## src/rtl/opnd_access.sv

```systemverilog
module opnd_access #(
  parameter int AW  = 24,
  parameter int DW  = 32,
  parameter int RSW = 3
) (
  input  logic                      clk,
  input  logic                      rst_n,
  input  logic                      start,
  input  logic                      wr,
  input  logic [1:0]                mode,
  input  logic [RSW-1:0]            rsel,
  input  logic [DW-1:0]             field,
  input  logic [DW-1:0]             ofs,
  input  logic [(1<<RSW)*DW-1:0]    regs,
  input  logic [DW-1:0]             wdata,
  input  logic [7:0]                mem_rdata,
  output logic [AW-1:0]             mem_addr,
  output logic                      mem_rd,
  output logic                      mem_wr,
  output logic [7:0]                mem_wdata,
  output logic                      reg_we,
  output logic [RSW-1:0]            reg_wsel,
  output logic [DW-1:0]             reg_wdata,
  output logic [DW-1:0]             operand,
  output logic                      done,
  output logic                      illegal
);
  localparam int NB = DW / 8;
  localparam int CW = $clog2(NB);

  logic          busy, wr_q;
  logic [CW-1:0] cnt;
  logic [DW-1:0] wdata_q;

  wire [DW-1:0] rval = regs[rsel*DW +: DW];
  wire [AW-1:0] base = mode[1] ? rval[AW-1:0] : field[AW-1:0];
  wire [AW-1:0] ea   = base + ofs[AW-1:0];
  wire          go   = start & ~busy;

  assign mem_rd    = busy & ~wr_q;
  assign mem_wr    = busy & wr_q;
  assign mem_wdata = wdata_q[{cnt, 3'b000} +: 8];
  assign reg_wdata = wdata_q;

  always_ff @(posedge clk) begin
    if (!rst_n) begin
      busy     <= 1'b0;
      wr_q     <= 1'b0;
      cnt      <= '0;
      mem_addr <= '0;
      wdata_q  <= '0;
      operand  <= '0;
      done     <= 1'b0;
      illegal  <= 1'b0;
      reg_we   <= 1'b0;
      reg_wsel <= '0;
    end else begin
      done    <= 1'b0;
      illegal <= 1'b0;
      reg_we  <= 1'b0;
      if (go) begin
        wr_q    <= wr;
        wdata_q <= wdata;
        if (mode[0]) begin
          busy     <= 1'b1;
          cnt      <= '0;
          mem_addr <= ea;
        end else begin
          done <= 1'b1;
          if (!mode[1]) begin
            if (wr) illegal <= 1'b1;
            else    operand <= field;
          end else if (wr) begin
            reg_we   <= 1'b1;
            reg_wsel <= rsel;
          end else begin
            operand <= rval;
          end
        end
      end else if (busy) begin
        if (!wr_q) operand[{cnt, 3'b000} +: 8] <= mem_rdata;
        mem_addr <= mem_addr + 1'b1;
        cnt      <= cnt + 1'b1;
        if (cnt == CW'(NB - 1)) begin
          busy <= 1'b0;
          done <= 1'b1;
        end
      end
    end
  end
endmodule


```

## config.mk

```make
export PLATFORM = sky130hd
export DESIGN_NAME = opnd_access
export DESIGN_NICKNAME = d
export VERILOG_FILES = /design/src/rtl/opnd_access.sv
export SDC_FILE = /design/constraint.sdc
export NUM_CORES = 1
export LEC_CHECK = 0
export ABC_AREA = 1
export BUFFER_PORTS_ARGS = -buffer_cell sky130_fd_sc_hd__buf_4
export CORE_AREA = 2 2 185 187
export CTS_BUF_LIST = sky130_fd_sc_hd__clkbuf_4 sky130_fd_sc_hd__clkbuf_8
export DETAILED_ROUTE_END_ITERATION = 8
export DIE_AREA = 0 0 187 189
export PLACE_DENSITY_LB_ADDON = 0.05
export SETUP_SLACK_MARGIN = 0.1
export SKIP_CTS_REPAIR_TIMING = 1
export SYNTH_ARGS = -nofsm -noshare
export SYNTH_HDL_FRONTEND = slang
export SYNTH_SLANG_ARGS = --single-unit
```

## constraint.sdc

```tcl
create_clock -name clk -period 8.7 [get_ports clk]
set_clock_uncertainty 0.15 [all_clocks]
set_input_delay 0.435 -clock clk [delete_from_list [all_inputs] [get_ports clk]]
set_output_delay 0.435 -clock clk [all_outputs]
set_load 0.02 [all_outputs]
```

== After elaboration in Yosys (flattened, before gate mapping) ==
Index checks and enable logic that the tools add are counted.

* Register bits after elaboration: 98
* Logic and storage cells: 62
* Output and inout port bits: 104

* Equality and inequality tests: 5
* Add/sub/neg operators: 4
* Bitwise logic cells: 9
* Muxes and demuxes: 24
* Shift-type cells: 4
* Reduce and logical (&&, ||, !) cells: 6

{| class="wikitable"
|+ Operators by type and width
! operator !! number
|-
| variable part select 256 x 9 -> 32 bit || 1
|-
| two-way mux 32 bit || 7
|-
| two-way mux 24 bit || 4
|-
| bitwise mux 32 bit || 1
|-
| variable shift 8 x 7 -> 32 bit, first input constant || 1
|-
| variable part select 32 x 6 -> 8 bit || 1
|-
| variable part select 8 x 7 -> 32 bit || 1
|-
| adder 24 x 1 -> 24 bit, second input constant || 1
|-
| adder 24 bit || 1
|-
| two-way mux 1 bit || 9
|-
| AND reduction 4 bit || 2
|-
| OR reduction 4 bit || 2
|-
| negation 5 -> 7 bit || 1
|-
| two-way mux 2 bit || 3
|-
| != test 2 bit, second input constant || 3
|-
| NOT 1 bit || 6
|-
| bitwise AND 1 bit || 3
|-
| adder 2 x 1 -> 2 bit, second input constant || 1
|-
| == test 2 bit, second input constant || 1
|-
| != test 2 x 1 -> 1 bit, second input constant || 1
|-
| AND reduction 2 bit || 1
|-
| nonzero test 2 bit || 1
|}

== Logic depth before layout (Yosys ltp) ==
Gate-level depths: netlist (run 1).

* Depth in word-level cells: 6
* Mapped depth: 23
* Mapped depth without buffers: 21

== Worst setup path before layout (run 1) ==
OpenSTA, ideal clock, no wires.

* Path type: input to register
* From: input port rsel[0]
* To: register mem_addr[18]
* Arrival: 2.815 ns
* Setup time: 0.109 ns
* Slack: 5.626 ns
* Required time: 8.441 ns
* Stages on the path: 22
* Cells stage by stage: buf_2 buf_2 buf_2 nor2_1 o221ai_1 nand3_1 nand2_1 ha_1 inv_1 fa_1 o21ai_1 nand2_1 nand2_1 nand2_1 nand2_1 nand2_1 nand2_1 nand2_1 nand3_1 nand3_1 nand2_1 inv_1

* Longest elaborated chain between the ends: 5

{| class="wikitable"
|+ RTL lines
! item !! line !! text
|-
| start: declaration || 11 || <nowiki>input logic [RSW-1:0] rsel,</nowiki>
|-
| variable part select 256 x 9 -> 32 bit || 35 || <nowiki>wire [DW-1:0] rval = regs[rsel*DW +: DW];</nowiki>
|-
| two-way mux 24 bit || 36 || <nowiki>wire [AW-1:0] base = mode[1] ? rval[AW-1:0] : field[AW-1:0];</nowiki>
|-
| adder 24 bit || 37 || <nowiki>wire [AW-1:0] ea = base + ofs[AW-1:0];</nowiki>
|-
| two-way mux 24 bit || 64 || <nowiki>if (mode[0]) begin</nowiki>
|-
| two-way mux 24 bit || 61 || <nowiki>if (go) begin</nowiki>
|-
| end signal: assignment || 82 || <nowiki>mem_addr <= mem_addr + 1'b1;</nowiki>
|-
| end: declaration || 17 || <nowiki>output logic [AW-1:0] mem_addr,</nowiki>
|}

No other way between the ends. The select of a mux whose other input is x is not followed.
A chain may end at the register's enable or synchronous reset.

== Final worst setup path (run 1) ==
Ends and elaborated chain as after synthesis.

==> results.md, run 1 <==
- Relative slew margins: 0.321
- Syn avg cell area: 5.91 sq um
- Input/output buffers: 464
- Power per cell area: 124 nW/um^2
- Final setup viols: 0
- Leakage: 5.77 nW
- Worst setup path startpoint: rsel[0]
- Crit. End Element: register
- Iteration-0 DRC Markers: 670
- Placed cell area: 12200 sq um
- Setup_tns: 0 ns
- Tightest Hold Check Type: in2reg
- First-pass GRT wire length: 69.3 mm
- Seq pwr share: 0.340
- Ys async rst share: 0
- Pre-CTS setup slack: 3.91 ns
- Width of the die: 187 microns
- Drt drc: 0
- Crit-path max cell delay: 0.65 ns
- Largest net degree at the start of global routing: 91
- CP most frequent cell: nand2_1
- Synth cell types: 40
- R2R depth: 6
- CTS root buf: clkbuf_8
- Buf/Inv on CP: 6
- Worst skew pair latency: 0.41 ns
- Routed via count: 11533
- Fill count: 3789
- Total of max-cap violations: 0
- Cells after synthesis: 1449
- DRT Pass-1 Iters: 5
- Post-layout instance area: 12500 sq um
- CP arrival: 4.57 ns
- Post-synth EDFFs: 0
- Period utilization: 0.506
- Clock Pin Slew Worst Setup and Hold Paths: 0.11 ns
- Reg-to-reg slack, setup: 5.05 ns
- Post-route setup slack: 4.29 ns
- CTS tree: yes
- Sw Share: 0.413
- Final slew viol count: 0
- Synth Flop Type: dfxtp_1
- Reg2reg start: cnt[0]$_SDFFE_PN0P_
- Area Overhead vs Synth: 45.7%
- Critical path depth in cells: 24
- Sequential Area: 1960 sq um
- Mapped Nets: 1848
- Fin. Hold Viols: 0
- Clock Sinks: 98
- Number of synthesized register bits: 98
- Core Area: 33300 sq um
- Clk buf depth: 2
- Total global routing overflow: 0
- Final WL: 47.7 mm
- Sw Pwr: 0.639 mW
- Register area share after synthesis: 0.229
- Worst R2R End: operand[11]$_SDFFE_PN0P_
- Max Freq: 0.227 GHz
- Routed wire per std cell: 20.7 microns
- Setup CP Type: in2reg
- Critical path peak fanout: 74
- Chip height: 189 microns
- Yosys warning count: 0
- CP max stage cell: buf_4
- Worst-path cell chain: buf_4 -> inv_4 -> buf_4 -> nor2_1 -> nor2_1 -> o21ai_0 -> o211ai_1 -> nand3_1 -> o21ai_0 -> buf_4 -> inv_1 -> fa_1 -> o21ai_1 -> nand2_1 -> nand2_1 -> nand2_1 -> nand2_1 -> nand2_1 -> nand2_1 -> nand2_1 -> nand3_1 -> nand3_1 -> nand2_1 -> inv_1
- Io pins: 473
- Nets: 2235
- Worst Path Required: 8.86 ns
- Starting density of the core: 0.257
- Layout cell share with drive strength beyond 1: 0.274
- Maximum VDD drop: 87.1 uV
- Post-route ant nets: 0
- Post-Syn Area: 8560 sq um
- H-tree depth: 3
- Final Critical Period: 4.41 ns
- Die area: 35300 sq um
- Antenna violations before repair: 11
- Unrepaired setup endpoints after global routing: no
- Hold slack: 0.118 ns
- Vias/cell: 5.02
- Hold Path Stages: 3
- Vias in the first global route: 10952
- CTS buffer count: 9
- Comb power frac: 0.443
- HPWL after DPL: 37.3 mm
- Total track usage: 0.258
- CP delay by family, top: buffers and inverters
- Core Rows: 67
- Status: completed
- Clk pwr share: 0.217
- Measured slew at the worst slew-check pin: 1.01 ns
- Post-layout power: 1.55 mW
- Final GP Congestion: 0.881
- Area of the multi-input gates: 5830 sq um
- Critical Path Start Type: input port
- Internal power: 0.909 mW
- CP endpoint: mem_addr[18]$_SDFFE_PN0P_
routing by layer:
metal  track usage  wire [microns]
met5             0              22
met3        0.0677            3420
met1         0.309           19900
met2         0.442           22900
met4         0.100            1450
metrics by stage:
step           utilization  std cells
6_report             0.375       2297
4_1_cts              0.374       2289
3_5_place_dp         0.368       2273
3_3_place_gp         0.368       2273
5_1_grt              0.375       2297
2_1_floorplan            -       1449
layout make-up:
cell class,count,area share
sequential,98,0.157
antenna,8,0.00160
clock buffer,9,0.00993
clock inverter,7,0.00692
inverter,94,0.0285
multi-input combinational,1162,0.467
timing repair buffer,471,0.283
tap,448,0.0449
synthesized netlist by cell type, types with 2 or more instances:
cell	instances	area, sq um
inv_1	89	334
o22ai_1	17	106
ha_1	29	363
clkbuf_2	2	10.0
buf_6	4	45.0
o211ai_1	23	173
inv_2	4	15.0
nor3_2	3	30.0
dfxtp_1	98	1960
nor2_1	277	1040
a21oi_4	4	65.1
o221ai_1	40	350
buf_1	9	33.8
nor4_1	3	18.8
xnor2_1	2	17.5
a31oi_1	38	238
nand3_1	79	395
nor3_1	16	80.1
clkbuf_1	59	221
o21ai_0	238	1190
o21ai_1	18	90.1
o21bai_1	4	30.0
xor2_1	14	123
buf_2	20	100
nand3b_1	2	15.0
o21a_1	2	15.0
nand2_1	267	1000
a211oi_1	2	15.0
a21oi_1	70	350
nand4_1	6	37.5
sequential cells by signal (all words and copies together) (netlist names):
| signal | cells |
|---|---|
| mem_addr | 24 |
| reg_wdata | 32 |
| cnt | 2 |
| reg_wsel | 3 |
| operand | 32 |
| wr_q | 1 |
| busy | 1 |
| reg_we | 1 |
| done | 1 |
| illegal | 1 |
worst register-to-register path, cell delays in order (launching register included):
cell and delay, ns:
dfxtp_1 0.93, inv_1 0.69, ha_1 0.61, inv_1 0.10, nor3_1 0.76, nand3_1 0.14
a31oi_1 0.21
power by group through the flow:
stage	sequential (mW)	combinational [mW]	clock, mW
2_1_floorplan	0.569	0.330	0
3_3_place_gp	0.536	0.682	0
3_5_place_dp	0.536	0.685	0
4_1_cts	0.527	0.688	0.347
5_1_grt	0.533	0.756	0.363
6_report	0.527	0.685	0.336
kinds of logic after synthesis:
family                   share of synthesized area
AND/OR/NAND/NOR                              0.312
buffers and inverters                       0.0900
adder cells (fa/ha/maj)                     0.0447
flip-flops                                   0.229
AO/OA/AOI/OAI                                0.308
XOR/XNOR                                    0.0164
layout by cell type, fill, tap and decap left out, types with 3 or more instances in the layout:
| master | instances |
|---|---|
| inv_1 | 87 |
| a21oi_1 | 70 |
| nor2_1 | 277 |
| o21ai_0 | 238 |
| nand3_1 | 79 |
| a21oi_4 | 4 |
| o21ai_1 | 18 |
| o211ai_1 | 23 |
| dfxtp_1 | 98 |
| xor2_1 | 14 |
| nand2_1 | 267 |
| buf_4 | 471 |
| nand4_1 | 6 |
| ha_1 | 29 |
| clkinvlp_4 | 3 |
| o22ai_1 | 17 |
| nor3_2 | 3 |
| nor3_1 | 16 |
| nor4_1 | 3 |
| o21bai_1 | 4 |
| o221ai_1 | 40 |
| a31oi_1 | 38 |
| diode_2 | 8 |
| inv_2 | 5 |
| clkbuf_8 | 9 |
worst min-delay path by stage:
stage	slack, ns	end	startpoint
after global placement	0.34	reg_wdata[23]$_SDFFE_PN0P_	reg_wdata[23]$_SDFFE_PN0P_
after global routing	0.11	reg_wdata[26]$_SDFFE_PN0P_	wdata[26]
after CTS	0.10	reg_wdata[18]$_SDFFE_PN0P_	wdata[18]
after detailed placement	0.35	reg_wdata[21]$_SDFFE_PN0P_	reg_wdata[21]$_SDFFE_PN0P_
final	0.12	reg_wdata[26]$_SDFFE_PN0P_	wdata[26]
after floorplan	0.34	cnt[1]$_SDFFE_PN0P_	busy$_SDFFE_PN0P_
Power figures use the tool's default switching activity.
==> run 2: changes to the inputs <==
--- a/config.mk
+++ b/config.mk
@@ -7,10 +7,10 @@
 export LEC_CHECK = 0
 export ABC_AREA = 1
 export BUFFER_PORTS_ARGS = -buffer_cell sky130_fd_sc_hd__buf_4
-export CORE_AREA = 2 2 185 187
+export CORE_AREA = 2 2 184 186
 export CTS_BUF_LIST = sky130_fd_sc_hd__clkbuf_4 sky130_fd_sc_hd__clkbuf_8
 export DETAILED_ROUTE_END_ITERATION = 8
-export DIE_AREA = 0 0 187 189
+export DIE_AREA = 0 0 186 188
 export PLACE_DENSITY_LB_ADDON = 0.05
 export SETUP_SLACK_MARGIN = 0.1
 export SKIP_CTS_REPAIR_TIMING = 1
==> constraint.sdc (replaced) <==
create_clock -name clk -period 4 [get_ports clk]
set_clock_uncertainty 0.15 [all_clocks]
set_input_delay 0.2 -clock clk [delete_from_list [all_inputs] [get_ports clk]]
set_output_delay 0.2 -clock clk [all_outputs]
set_load 0.02 [all_outputs]
==> run 2 against run 1 <==
Effect of this change: the run now ends with negative hold slack left; wire length grew 0.35%; first-iteration DRC count grew 10%; via count up 0.97%; critical path type unchanged.
==> results.md, run 2 (synthesized netlist as in run 1, its figures left out) <==
- Post-layout instance area: 13100 sq um
- Period utilization: 0.808
- Routed via count: 11645
- Iteration-0 DRC Markers: 737
- Final GP Congestion: 0.910
- Core Area: 33100 sq um
- Total global routing overflow: 0
- Status: finished with violations
- Max Freq: 0.309 GHz
- Layout cell share with drive strength beyond 1: 0.273
- Final cell count without fillers: 2363
- Commonest non-fill, non-tap cells in the layout: buf_4 (485), nor2_1 (277), nand2_1 (267), o21ai_0 (238), dfxtp_1 (98)
- Total of max-cap violations: 0
- CP max stage cell: buf_4
- H-tree depth: 3
- CP arrival: 3.41 ns
- Critical Path Start Type: input port
- Chip height: 188 microns
- Setup CP Type: in2reg
- Worst Path Required: 4.18 ns
- Fin. Hold Viols: 2
- Vias in the first global route: 10959
- CP delay by family, top: compound AO/OA/AOI/OAI gates
- Vias/cell: 4.93
- Antenna violations before repair: 10
- Starting density of the core: 0.259
- Maximum VDD drop: 153 uV
- Width of the die: 186 microns
- HPWL after DPL: 37.6 mm
- Failing checks: negative hold slack
- Largest net degree at the start of global routing: 86
- Inst Count DP: 2289
- Leakage: 6.07 nW
- Total track usage: 0.260
- Routed wire per std cell: 20.2 microns
- Area Overhead vs Synth: 52.9%
- Post-route ant nets: 0
- Placed cell area: 12400 sq um
- Io pins: 473
- Power per cell area: 259 nW/um^2
- Input/output buffers: 464
- Crit. End Element: register
- Tightest Hold Check Type: in2reg
- Buf/Inv on CP: 3
- CTS tree: yes
- Setup_tns: 0 ns
- DRT Pass-1 Iters: 7
- Core Rows: 67
- Commonest non-fill, non-tap cell in the layout: buf_4
- Crit-path max cell delay: 0.44 ns
- Critical path peak fanout: 42
- Nets: 2300
- Final slew viol count: 0
- Clock Pin Slew Worst Setup and Hold Paths: 0.13 ns
- CTS root buf: clkbuf_8
- Hold slack: -0.0118 ns
- Drt drc: 0
- Finished Core Util: 0.395
- First-pass GRT wire length: 68.5 mm
- Worst skew pair latency: 0.39 ns
- Fill count: 3714
- Final Critical Period: 3.23 ns
- Final setup viols: 0
- Measured slew at the worst slew-check pin: 0.916 ns
- Relative slew margins: 0.385
- Clock Sinks: 98
- Worst-path cell chain: buf_4 -> buf_4 -> o21ai_0 -> o221ai_1 -> nand3_1 -> nand2_1 -> ha_1 -> nand2_1 -> inv_1 -> a21oi_1 -> nand2_1 -> a21oi_1 -> nor2_1 -> o21ai_0 -> nand3_1 -> a21oi_1
- Unrepaired setup endpoints after global routing: no
- Clk buf depth: 2
- Final WL: 47.8 mm
- Die area: 35000 sq um
- CTS buffer count: 9
[run 2: layout make-up]
type / count / area, sq um / area share
multi-input combinational: 1162 / 5830 / 0.445
sequential: 98 / 1960 / 0.150
clock buffer: 9 / 124 / 0.00946
inverter: 94 / 355 / 0.0271
timing repair buffer: 536 / 4170 / 0.319
antenna: 9 / 22.5 / 0.00172
clock inverter: 7 / 67.6 / 0.00516
tap: 448 / 561 / 0.0428
[run 2: power breakdown]
part	total, mW	switching [mW]	internal (mW)
logic	1.56	0.894	0.665
clock network	0.694	0.449	0.245
registers	1.14	0.0828	1.06
total	3.40	1.43	1.97
[run 2: worst paths after layout]
check                           depth (start not counted)  slack, ns                    endpoint                  startpoint
worst max register to register                          7       1.12   mem_addr[22]$_SDFFE_PN0P_           busy$_SDFFE_PN0P_
worst min register to register                          2       0.36  reg_wdata[31]$_SDFFE_PN0P_  reg_wdata[31]$_SDFFE_PN0P_
worst min-delay path                                    3      -0.01    operand[24]$_SDFFE_PN0P_                   field[24]
worst max-delay path                                   16       0.77   mem_addr[19]$_SDFFE_PN0P_                     rsel[0]
[run 2: through the flow]
stage	worst slack [ns]	power, mW	hold slack, ns
after CTS	0.785	3.39	-0.128
final	0.766	3.40	-0.0118
after floorplan	1.16	1.96	0.212
after detailed placement	0.350	2.68	0.310
after global placement	0.368	2.68	0.300
after global routing	0.485	3.62	0.00566
[run 2: worst register-to-register path, stage by stage (launching register included)]
cell and delay (ns):
dfxtp_1 0.39, inv_2 0.16, nand2_8 0.29, inv_2 0.62, buf_4 0.71, nand3_1 0.28, nand2_1 0.12, a21oi_1 0.06
[run 2: routing by layer]
metal  part of all wire  track usage  up-vias
met2               0.49        0.444      371
met5            0.00027            0        -
li1                   -            -     5871
met4              0.031        0.112        2
met1               0.41        0.310     5352
met3              0.067       0.0592       49
